$ cat config.mk
export PLATFORM = sky130hd
export DESIGN_NAME = dly_timer
export DESIGN_NICKNAME = d
export VERILOG_FILES = /design/src/rtl/dly_timer_pkg.sv /design/src/rtl/dly_timer_prescaler.sv /design/src/rtl/dly_timer_counter.sv /design/src/rtl/dly_timer.sv
export SDC_FILE = /design/constraint.sdc
export NUM_CORES = 1
export LEC_CHECK = 0
export ABC_AREA = 1
export BUFFER_PORTS_ARGS = -buffer_cell sky130_fd_sc_hd__clkbuf_2
export CORE_MARGIN = 2
export CORE_UTILIZATION = 25
export CTS_CLUSTER_SIZE = 12
export DETAILED_ROUTE_END_ITERATION = 16
export PLACE_DENSITY = 0.39
export SYNTH_ARGS = -nofsm -noshare
export SYNTH_HDL_FRONTEND = slang
export SYNTH_HIERARCHICAL = 1
export SYNTH_SLANG_ARGS = --single-unit
export TNS_END_PERCENT = 1
$ cat constraint.sdc
create_clock -name clk -period 2.4 [get_ports clk]
set_input_delay 0.24 -clock clk [delete_from_list [all_inputs] [get_ports clk]]
set_output_delay 0.24 -clock clk [all_outputs]
set_load 0.02 [all_outputs]
$ cat src/rtl/dly_timer_pkg.sv
package dly_timer_pkg;
  localparam int CODE_W = 3;
  localparam int PRE_W  = 8;

  // divisor selected by a control code; code 0 means stopped
  function automatic logic [PRE_W-1:0] divisor_of(input logic [CODE_W-1:0] code);
    case (code)
      3'd1:    divisor_of = PRE_W'(4);
      3'd2:    divisor_of = PRE_W'(10);
      3'd3:    divisor_of = PRE_W'(16);
      3'd4:    divisor_of = PRE_W'(50);
      3'd5:    divisor_of = PRE_W'(64);
      3'd6:    divisor_of = PRE_W'(100);
      3'd7:    divisor_of = PRE_W'(200);
      default: divisor_of = '0;
    endcase
  endfunction

  // terminal prescaler value for a code
  function automatic logic [PRE_W-1:0] limit_of(input logic [CODE_W-1:0] code);
    limit_of = divisor_of(code) - PRE_W'(1);
  endfunction
endpackage

$ cat src/rtl/dly_timer_prescaler.sv
module dly_timer_prescaler #(
  parameter int PRE_W = 8
) (
  input  logic             clk,
  input  logic             rst_n,
  input  logic             run,
  input  logic             restart,
  input  logic [PRE_W-1:0] limit,
  output logic             pulse
);
  logic [PRE_W-1:0] pre_cnt;

  always_ff @(posedge clk or negedge rst_n) begin
    if (!rst_n)                pre_cnt <= '0;
    else if (!run || restart)  pre_cnt <= '0;
    else if (pre_cnt == limit) pre_cnt <= '0;
    else                       pre_cnt <= pre_cnt + PRE_W'(1);
  end

  assign pulse = run && (pre_cnt == limit);

  // a stopped prescaler keeps no residue
  assert_residue_cleared_R8: assert property (@(posedge clk) disable iff (!rst_n)
    !run |=> (pre_cnt == '0));

  // divisors are at least 4, so pulses never come back to back
  assert_pulse_spacing_R2: assert property (@(posedge clk) disable iff (!rst_n)
    pulse |=> !pulse);
endmodule

$ cat src/rtl/dly_timer_counter.sv
module dly_timer_counter #(
  parameter int W = 8
) (
  input  logic         clk,
  input  logic         rst_n,
  input  logic         pulse,
  input  logic         run,
  input  logic         data_wr,
  input  logic [W-1:0] data_in,
  output logic [W-1:0] count,
  output logic         timeout
);
  localparam logic [W-1:0] ONE = W'(1);

  logic [W-1:0] tc;
  logic [W-1:0] reload_val;

  assign reload_val = data_wr ? data_in : tc;
  assign timeout    = pulse && (count == ONE);

  always_ff @(posedge clk or negedge rst_n) begin
    if (!rst_n)       tc <= '0;
    else if (data_wr) tc <= data_in;
  end

  always_ff @(posedge clk or negedge rst_n) begin
    if (!rst_n)               count <= '0;
    else if (timeout)         count <= reload_val;
    else if (pulse)           count <= count - ONE;
    else if (data_wr && !run) count <= data_in;
  end

  // a timeout reloads the stored constant
  assert_reload_R4: assert property (@(posedge clk) disable iff (!rst_n)
    (timeout && !data_wr) |=> (count == $past(tc)));

  // a pulse above 01 steps the count down by one
  assert_step_R3: assert property (@(posedge clk) disable iff (!rst_n)
    (pulse && count > ONE) |=> (count == $past(count) - ONE));

  // a stopped timer without a data write holds its count
  assert_hold_R8: assert property (@(posedge clk) disable iff (!rst_n)
    (!run && !data_wr) |=> $stable(count));
endmodule

$ cat src/rtl/dly_timer.sv
module dly_timer
  import dly_timer_pkg::*;
#(
  parameter int DATA_W = 8
) (
  input  logic              clk,
  input  logic              rst_n,
  input  logic              bus_wr,
  input  logic              bus_rd,
  input  logic              bus_sel,
  input  logic [DATA_W-1:0] bus_wdata,
  output logic [DATA_W-1:0] bus_rdata,
  output logic              tick_irq,
  output logic              wave_out
);
  localparam int PAD_W = DATA_W - CODE_W;

  logic [CODE_W-1:0] code_q;
  logic              ctrl_wr;
  logic              data_wr;
  logic              run;
  logic              pulse;
  logic              timeout;
  logic [DATA_W-1:0] count;
  logic [PRE_W-1:0]  limit;

  assign ctrl_wr = bus_wr && !bus_sel;
  assign data_wr = bus_wr && bus_sel;
  assign run     = (code_q != '0);
  assign limit   = limit_of(code_q);

  always_ff @(posedge clk or negedge rst_n) begin
    if (!rst_n)       code_q <= '0;
    else if (ctrl_wr) code_q <= bus_wdata[CODE_W-1:0];
  end

  dly_timer_prescaler #(.PRE_W(PRE_W)) u_pre (
    .clk     (clk),
    .rst_n   (rst_n),
    .run     (run),
    .restart (ctrl_wr),
    .limit   (limit),
    .pulse   (pulse)
  );

  dly_timer_counter #(.W(DATA_W)) u_cnt (
    .clk     (clk),
    .rst_n   (rst_n),
    .pulse   (pulse),
    .run     (run),
    .data_wr (data_wr),
    .data_in (bus_wdata),
    .count   (count),
    .timeout (timeout)
  );

  always_ff @(posedge clk or negedge rst_n) begin
    if (!rst_n) begin
      tick_irq <= 1'b0;
      wave_out <= 1'b0;
    end else begin
      tick_irq <= timeout;
      if (ctrl_wr)      wave_out <= 1'b0;
      else if (timeout) wave_out <= !wave_out;
    end
  end

  always_ff @(posedge clk or negedge rst_n) begin
    if (!rst_n)      bus_rdata <= '0;
    else if (bus_rd) bus_rdata <= bus_sel ? count : {{PAD_W{1'b0}}, code_q};
  end

  // a control write leaves the wave low
  assert_force_low_R9: assert property (@(posedge clk) disable iff (!rst_n)
    ctrl_wr |=> !wave_out);

  // each strobe comes with a wave flip unless forced low
  assert_toggle_R6: assert property (@(posedge clk) disable iff (!rst_n)
    (tick_irq && !$past(ctrl_wr)) |-> (wave_out != $past(wave_out)));

  // the strobe lasts one cycle
  assert_single_strobe_R4: assert property (@(posedge clk) disable iff (!rst_n)
    tick_irq |=> !tick_irq);
endmodule

======== Word level (Yosys, flattened, before mapping) ========
Index checks and enable logic that the tools add are counted.
storage, ports and cells
  input bits .............................. 13
  word-level logic and storage cells ...... 41
  output and inout port bits .............. 10
  register bits after elaboration ......... 37
operators by class
  eq/ne operators ......................... 9
  mux-type cells .......................... 10
  reduce and logical (&&, ||, !) cells .... 12
  add/subtract/negate cells ............... 3
operators by type and width
  operator                                                             count
  8-bit 2-to-1 mux                                                     7
  8-bit one-hot mux with 7 select lines                                1
  8-bit by 1-bit subtractor with 8-bit output (second input constant)  2
  3-bit == test (second input constant)                                4
  8-bit by 1-bit adder with 8-bit output (second input constant)       1
  8-bit by 1-bit == test with 1-bit output (second input constant)     1
  8-bit == test                                                        1
  3-bit by 2-bit == test with 1-bit output (second input constant)     2
  3-bit nonzero test                                                   2
  1-bit logical AND                                                    5
  3-bit by 1-bit == test with 1-bit output (second input constant)     1
  1-bit logical NOT                                                    3
  1-bit 2-to-1 mux                                                     2
  2-bit nonzero test                                                   1
  1-bit logical OR                                                     1

======== Depth between registers and ports, before layout ========
  depth in word-level cells ............... 8
  depth in mapped cells ................... 22
  mapped depth without buffers ............ 21

======== Modules after synthesis ========
Netlist, hierarchy kept.
by module, submodules not included
  module               cells an instance  times used  sequential area each (um^2)  area an instance (um^2)
  dly_timer_counter    151                1           400.4                        1059.8
  dly_timer            87                 1           325.3                        680.7
  dly_timer_prescaler  74                 1           200.2                        524.3

======== Worst setup path before layout ========
Ideal clock, no wire load.
  path kind ............................... register -> register
  start ................................... reg code_q[1]
  end ..................................... reg wave_out
  required time ........................... 2312 ps
  library setup time ...................... 88 ps
  data arrival time ....................... 2383 ps
  setup slack ............................. -71 ps
  stages on the path, launching flop included .. 19
  path buffers ............................ 2
  cell sequence ........................... dfrtp_1 -> buf_4 -> inv_1 -> nand2_1 -> nand3_1 -> ha_1 -> inv_1 -> nand3_1 -> nand2_1 -> xnor2_1 -> nand2_1 -> nor2_1 -> nand2_2 -> nor2_1 -> buf_4 -> nand3_2 -> nor3_4 -> nor2_1 -> nor3b_1
between the ends
  word-level cells in the longest chain between the ends .. 7
  elaborated cells between the ends (all ways) .. 14
  classes of those cells .................. add/sub (1); eq/ne (8); mux (1); reduce/logical (4)
ends and longest elaborated chain
  what                                           RTL line                   text
  from (decl)                                    dly_timer.sv:18            logic [CODE_W-1:0] code_q;
  from (signal assigned)                         dly_timer.sv:34            else if (ctrl_wr) code_q <= bus_wdata[CODE_W-1:0];
  3-bit == test, or another cell as far along    dly_timer_pkg.sv:7         case (code)
  8-bit one-hot mux with 7 select lines *        dly_timer_pkg.sv:7
  8-bit by 1-bit subtractor with 8-bit output *  dly_timer_pkg.sv:21        limit_of = divisor_of(code) - PRE_W'(1);
  named net limit[1]                             dly_timer.sv:25            logic [PRE_W-1:0] limit;
  8-bit == test *                                dly_timer_prescaler.sv:20  assign pulse = run && (pre_cnt == limit);
  1-bit logical AND *                            dly_timer_prescaler.sv:20
  named net pulse                                dly_timer.sv:22            logic pulse;
  1-bit logical AND *                            dly_timer_counter.sv:19    assign timeout = pulse && (count == ONE);
  named net timeout                              dly_timer.sv:23            logic timeout;
  2-bit nonzero test (no line) *                 --
  to (signal assigned)                           dly_timer.sv:64            else if (timeout) wave_out <= !wave_out;
  to (decl)                                      dly_timer.sv:14            output logic wave_out
The timed path passes the listed nets; every way through them passes the cells marked *.
A chain may end at the register's enable or synchronous reset.

======== Worst setup path after layout ========
  start ................................... reg code_q[2]
  end ..................................... reg u_cnt.count[0]
between the ends
  word-level cells in the longest chain between the ends .. 7
  elaborated cells between the ends (all ways) .. 18
  classes of those cells .................. add/sub (1); eq/ne (8); mux (3); reduce/logical (6)
ends and longest elaborated chain
  what                                                              RTL line                   text
  3-bit == test, or another cell as far along                       dly_timer_pkg.sv:7
  8-bit one-hot mux with 7 select lines *                           dly_timer_pkg.sv:7
  8-bit by 1-bit subtractor with 8-bit output *                     dly_timer_pkg.sv:21
  named net limit[3]                                                dly_timer.sv:25
  8-bit == test *                                                   dly_timer_prescaler.sv:20
  1-bit logical AND *                                               dly_timer_prescaler.sv:20
  named net pulse                                                   dly_timer.sv:22
  1-bit logical AND *                                               dly_timer_counter.sv:19
  named net timeout                                                 dly_timer.sv:23
  3-bit nonzero test (no line) or 8-bit 2-to-1 mux (tied branches)  --
  to (signal assigned)                                              dly_timer_counter.sv:28    else if (timeout) count <= reload_val;
  to (signal assigned)                                              dly_timer_counter.sv:29    else if (pulse) count <= count - ONE;
  to (signal assigned)                                              dly_timer_counter.sv:30    else if (data_wr && !run) count <= data_in;
  to (decl)                                                         dly_timer_counter.sv:10    output logic [W-1:0] count,
Marked as above.

==> results.cfg <==
[synthesis]
synth_top_family_by_area = simple AND/OR/NAND/NOR gates
yosysTopAreaCellShare = 0.409
ys.warnings.count = 6
syn_area_per_cell_um2 = 7.26
ys_types = 33
synth_xor_area_frac = 0.0271
synth_top_cell_by_area = dfrtp_1
synthSimpleGateAreaFrac = 0.356
yosysSeqAreaShare = 0.409
yosys-mux-area-fraction = 0
synthAdderAreaFrac = 0.0221
synth-main-ff-cell = dfrtp_1
netlist_instances = 312
syn_area_mm2 = 0.00226
synth-edff-count = 0
synth_compound_area_frac = 0.0829
synth.area.top_cells = dfrtp_1 (41%), nand2_1 (15%), inv_1 (6.8%)
ys_seq_elements = 37
async_flop_share = 1.00

[grt]
met2_usage = 0.168
grt_use_met3 = 0.0239
grt_pass1_wl_mm = 9.56
busiest_layer = met1
grt_remaining_overflow = 0
use_met1 = 0.191
grt_max_degree = 38
antenna_found_initial = 0
grt_use_total = 0.122
grt_pass1_vias = 1907

[worst_setup_path]
startpoint_type = flop
critPathMostFrequentCell = nand2_2
cp_num_buf_inv = 5
cp_data_arrival_time_ps = 2670
cp_max_fo = 10
crit_slowest_cell = dfrtp_1
critPathKind = flop to flop
crit_family = simple AND/OR/NAND/NOR gates
required_ps = 2580
critical_path.max_stage_delay_ps = 430
worstPathCellList = inv_2, nand2_2, inv_2, o21ai_2, ha_4, inv_4, nand3_2, nand2_2, xnor2_1, nand2_1, nor2_1, nand2_2, nor2_1, buf_4, nand3_4, nor3_4, buf_12, nand2_1, nand3_1, o21ai_1
critPathCaptureType = flop

[timing]
finalSetupViolations = 9
fin_crit_ps = 2490
rsz0062_at_grt = yes
hold_viol_final = 24
fin_worst_skew_ps = 4.14
fin_crit_sh = 1.04
max_freq_mhz = 401
setup_ws_ps = -91.4
report.final.slew_viol_count = 0
holdWs_ps = -9.48

[clock_tree]
clkSinkCount = 37
cts_tree = yes
cts_buffer_depth = 2
htree_levels = 2
clk_latency_ps = 290
cts_buffers = 5
path_clk_slew_ps = 80
cts-root-buf = clkbuf_8

[status]
run_status = complete, but fails checks
violations = hold timing, setup timing

[floorplan]
core_mm2 = 0.00876
io_pins = 23
die_width_um = 99.2
die_area_mm2 = 0.00984
dieHeight_um = 99.2
row_count = 34
start_util = 0.258

[route]
routed_via_density = 4.24
finalWirelength_mm = 5.52
drt_pass1_iterations = 4
wl_per_cell_um = 11.8
dr_total_vias = 1982
drc = 0
drt_iter0_drc = 92
postRouteAntennaNets = 0

[pwr]
p_total_uw = 2180
peakVddDrop_uv = 198
p_leak_uw = 0.00141
power_density_mw_per_mm2 = 772

[flow_run]
drv_cap = 0

[cells_and_area]
n_fill_cell = 962
layout-drive-gt1-share = 0.267
antenna_cells = 0
final_common_cell = nand2_1
synthToLayoutAreaGrowth_pct = 24.6
final_cell_mix = nand2_1 (88), nor2_1 (39), dfrtp_1 (37), inv_1 (36)
finalNetCount = 375

[place]
place_congestion = 0.740
dp_hpwl_mm = 4.23
place_ws_ps = -170
io_buffers = 22

[worst_hold_path]
hold_path.class = input pin to asynchronous set/reset pin
-- cell families (layout without fill, tap and decap cells) --
kind of cell               after synthesis  in the layout
DFF                                     37             37
other                                    1              2
buffers and inverters                   52             98
adders and majority gates                4              4
AOI/OAI and AO/OA                       33             33
and+or+nand+nor                        178            178
xor gates and xnor gates                 7              7
-- path summary, 6_finish.rpt --
kind / depth (start not counted) / slack [ps] / to / startpoint
max in group asynchronous: 2 / 2070 / bus_rdata[2] / rst_n
worst max-delay path: 20 / -90 / u_cnt/count[0] / code_q[2]
min in group clk: 3 / 210 / u_cnt/tc[6] / bus_wdata[6]
worst max register to register: 20 / -90 / u_cnt/count[0] / code_q[2]
worst min-delay path: 2 / -9 / u_cnt/tc[3] / rst_n
worst min register to register: 2 / 490 / u_cnt/tc[6] / u_cnt/tc[6]
-- where the power goes --
group / switching (uW) / internal, uW
clock: 238 / 201
combinational: 474 / 319
sequential: 189 / 760
total: 901 / 1280
-- per-stage QoR --
stage / cells / setup TNS [ps] / utilization / cell area (um2)
after floorplan: 313 / 0 / - / 2310
after global placement: 457 / -788 / 0.305 / 2670
after detailed placement: 457 / -946 / 0.305 / 2670
after CTS: 466 / -551 / 0.316 / 2770
after global routing: 467 / -2750 / 0.322 / 2820
final: 467 / -462 / 0.322 / 2820
-- layer usage --
| layer | vias up | wire, um | share of wire |
|---|---|---|---|
| met5 | - | 0 | 0 |
| met4 | 0 | 75 | 0.014 |
| met3 | 6 | 222 | 0.040 |
| met2 | 41 | 2240 | 0.41 |
| met1 | 875 | 2990 | 0.54 |
| li1 | 1060 | - | - |
-- layout make-up --
| class | count | area (um2) | share of cell area |
|---|---|---|---|
| Timing Repair Buffer | 46 | 307 | 0.109 |
| Sequential cell | 37 | 926 | 0.328 |
| Clock inverter | 3 | 17.5 | 0.00621 |
| Clock buffer | 5 | 68.8 | 0.0244 |
| Multi-Input combinational cell | 224 | 1200 | 0.425 |
| Inverter | 44 | 170 | 0.0603 |
| Tap cell | 108 | 135 | 0.0479 |
-- Yosys cell counts, types with 2 or more instances --
| cell type | n |
|---|---|
| nand2_1 | 93 |
| inv_1 | 41 |
| nor2_1 | 40 |
| dfrtp_1 | 37 |
| nand3_1 | 25 |
| o21ai_0 | 18 |
| a21oi_1 | 5 |
| xnor2_1 | 5 |
| buf_4 | 4 |
| ha_1 | 4 |
| nand2_2 | 4 |
| a31oi_1 | 3 |
| nor2_4 | 3 |
| o21ai_1 | 3 |
| buf_2 | 2 |
| buf_6 | 2 |
| inv_2 | 2 |
| nand3_2 | 2 |
| nor3_2 | 2 |
| nor3_4 | 2 |
| or2_2 | 2 |
| xor2_1 | 2 |
-- sequential cells by signal, indices dropped and copies added, names as in the netlist --
signal,count
u_pre/pre_cnt,8
bus_rdata,8
u_cnt/count,8
code_q,3
wave_out,1
tick_irq,1
u_cnt/tc,8
-- repair_timing --
item,in CTS,in global routing
pin swaps,8,1
resized for setup,2,10
hold buffers,0,0
endpoints found under the setup margin,9,10
buffers inserted,1,1
Note: power is estimated with default switching activity, not from simulation.
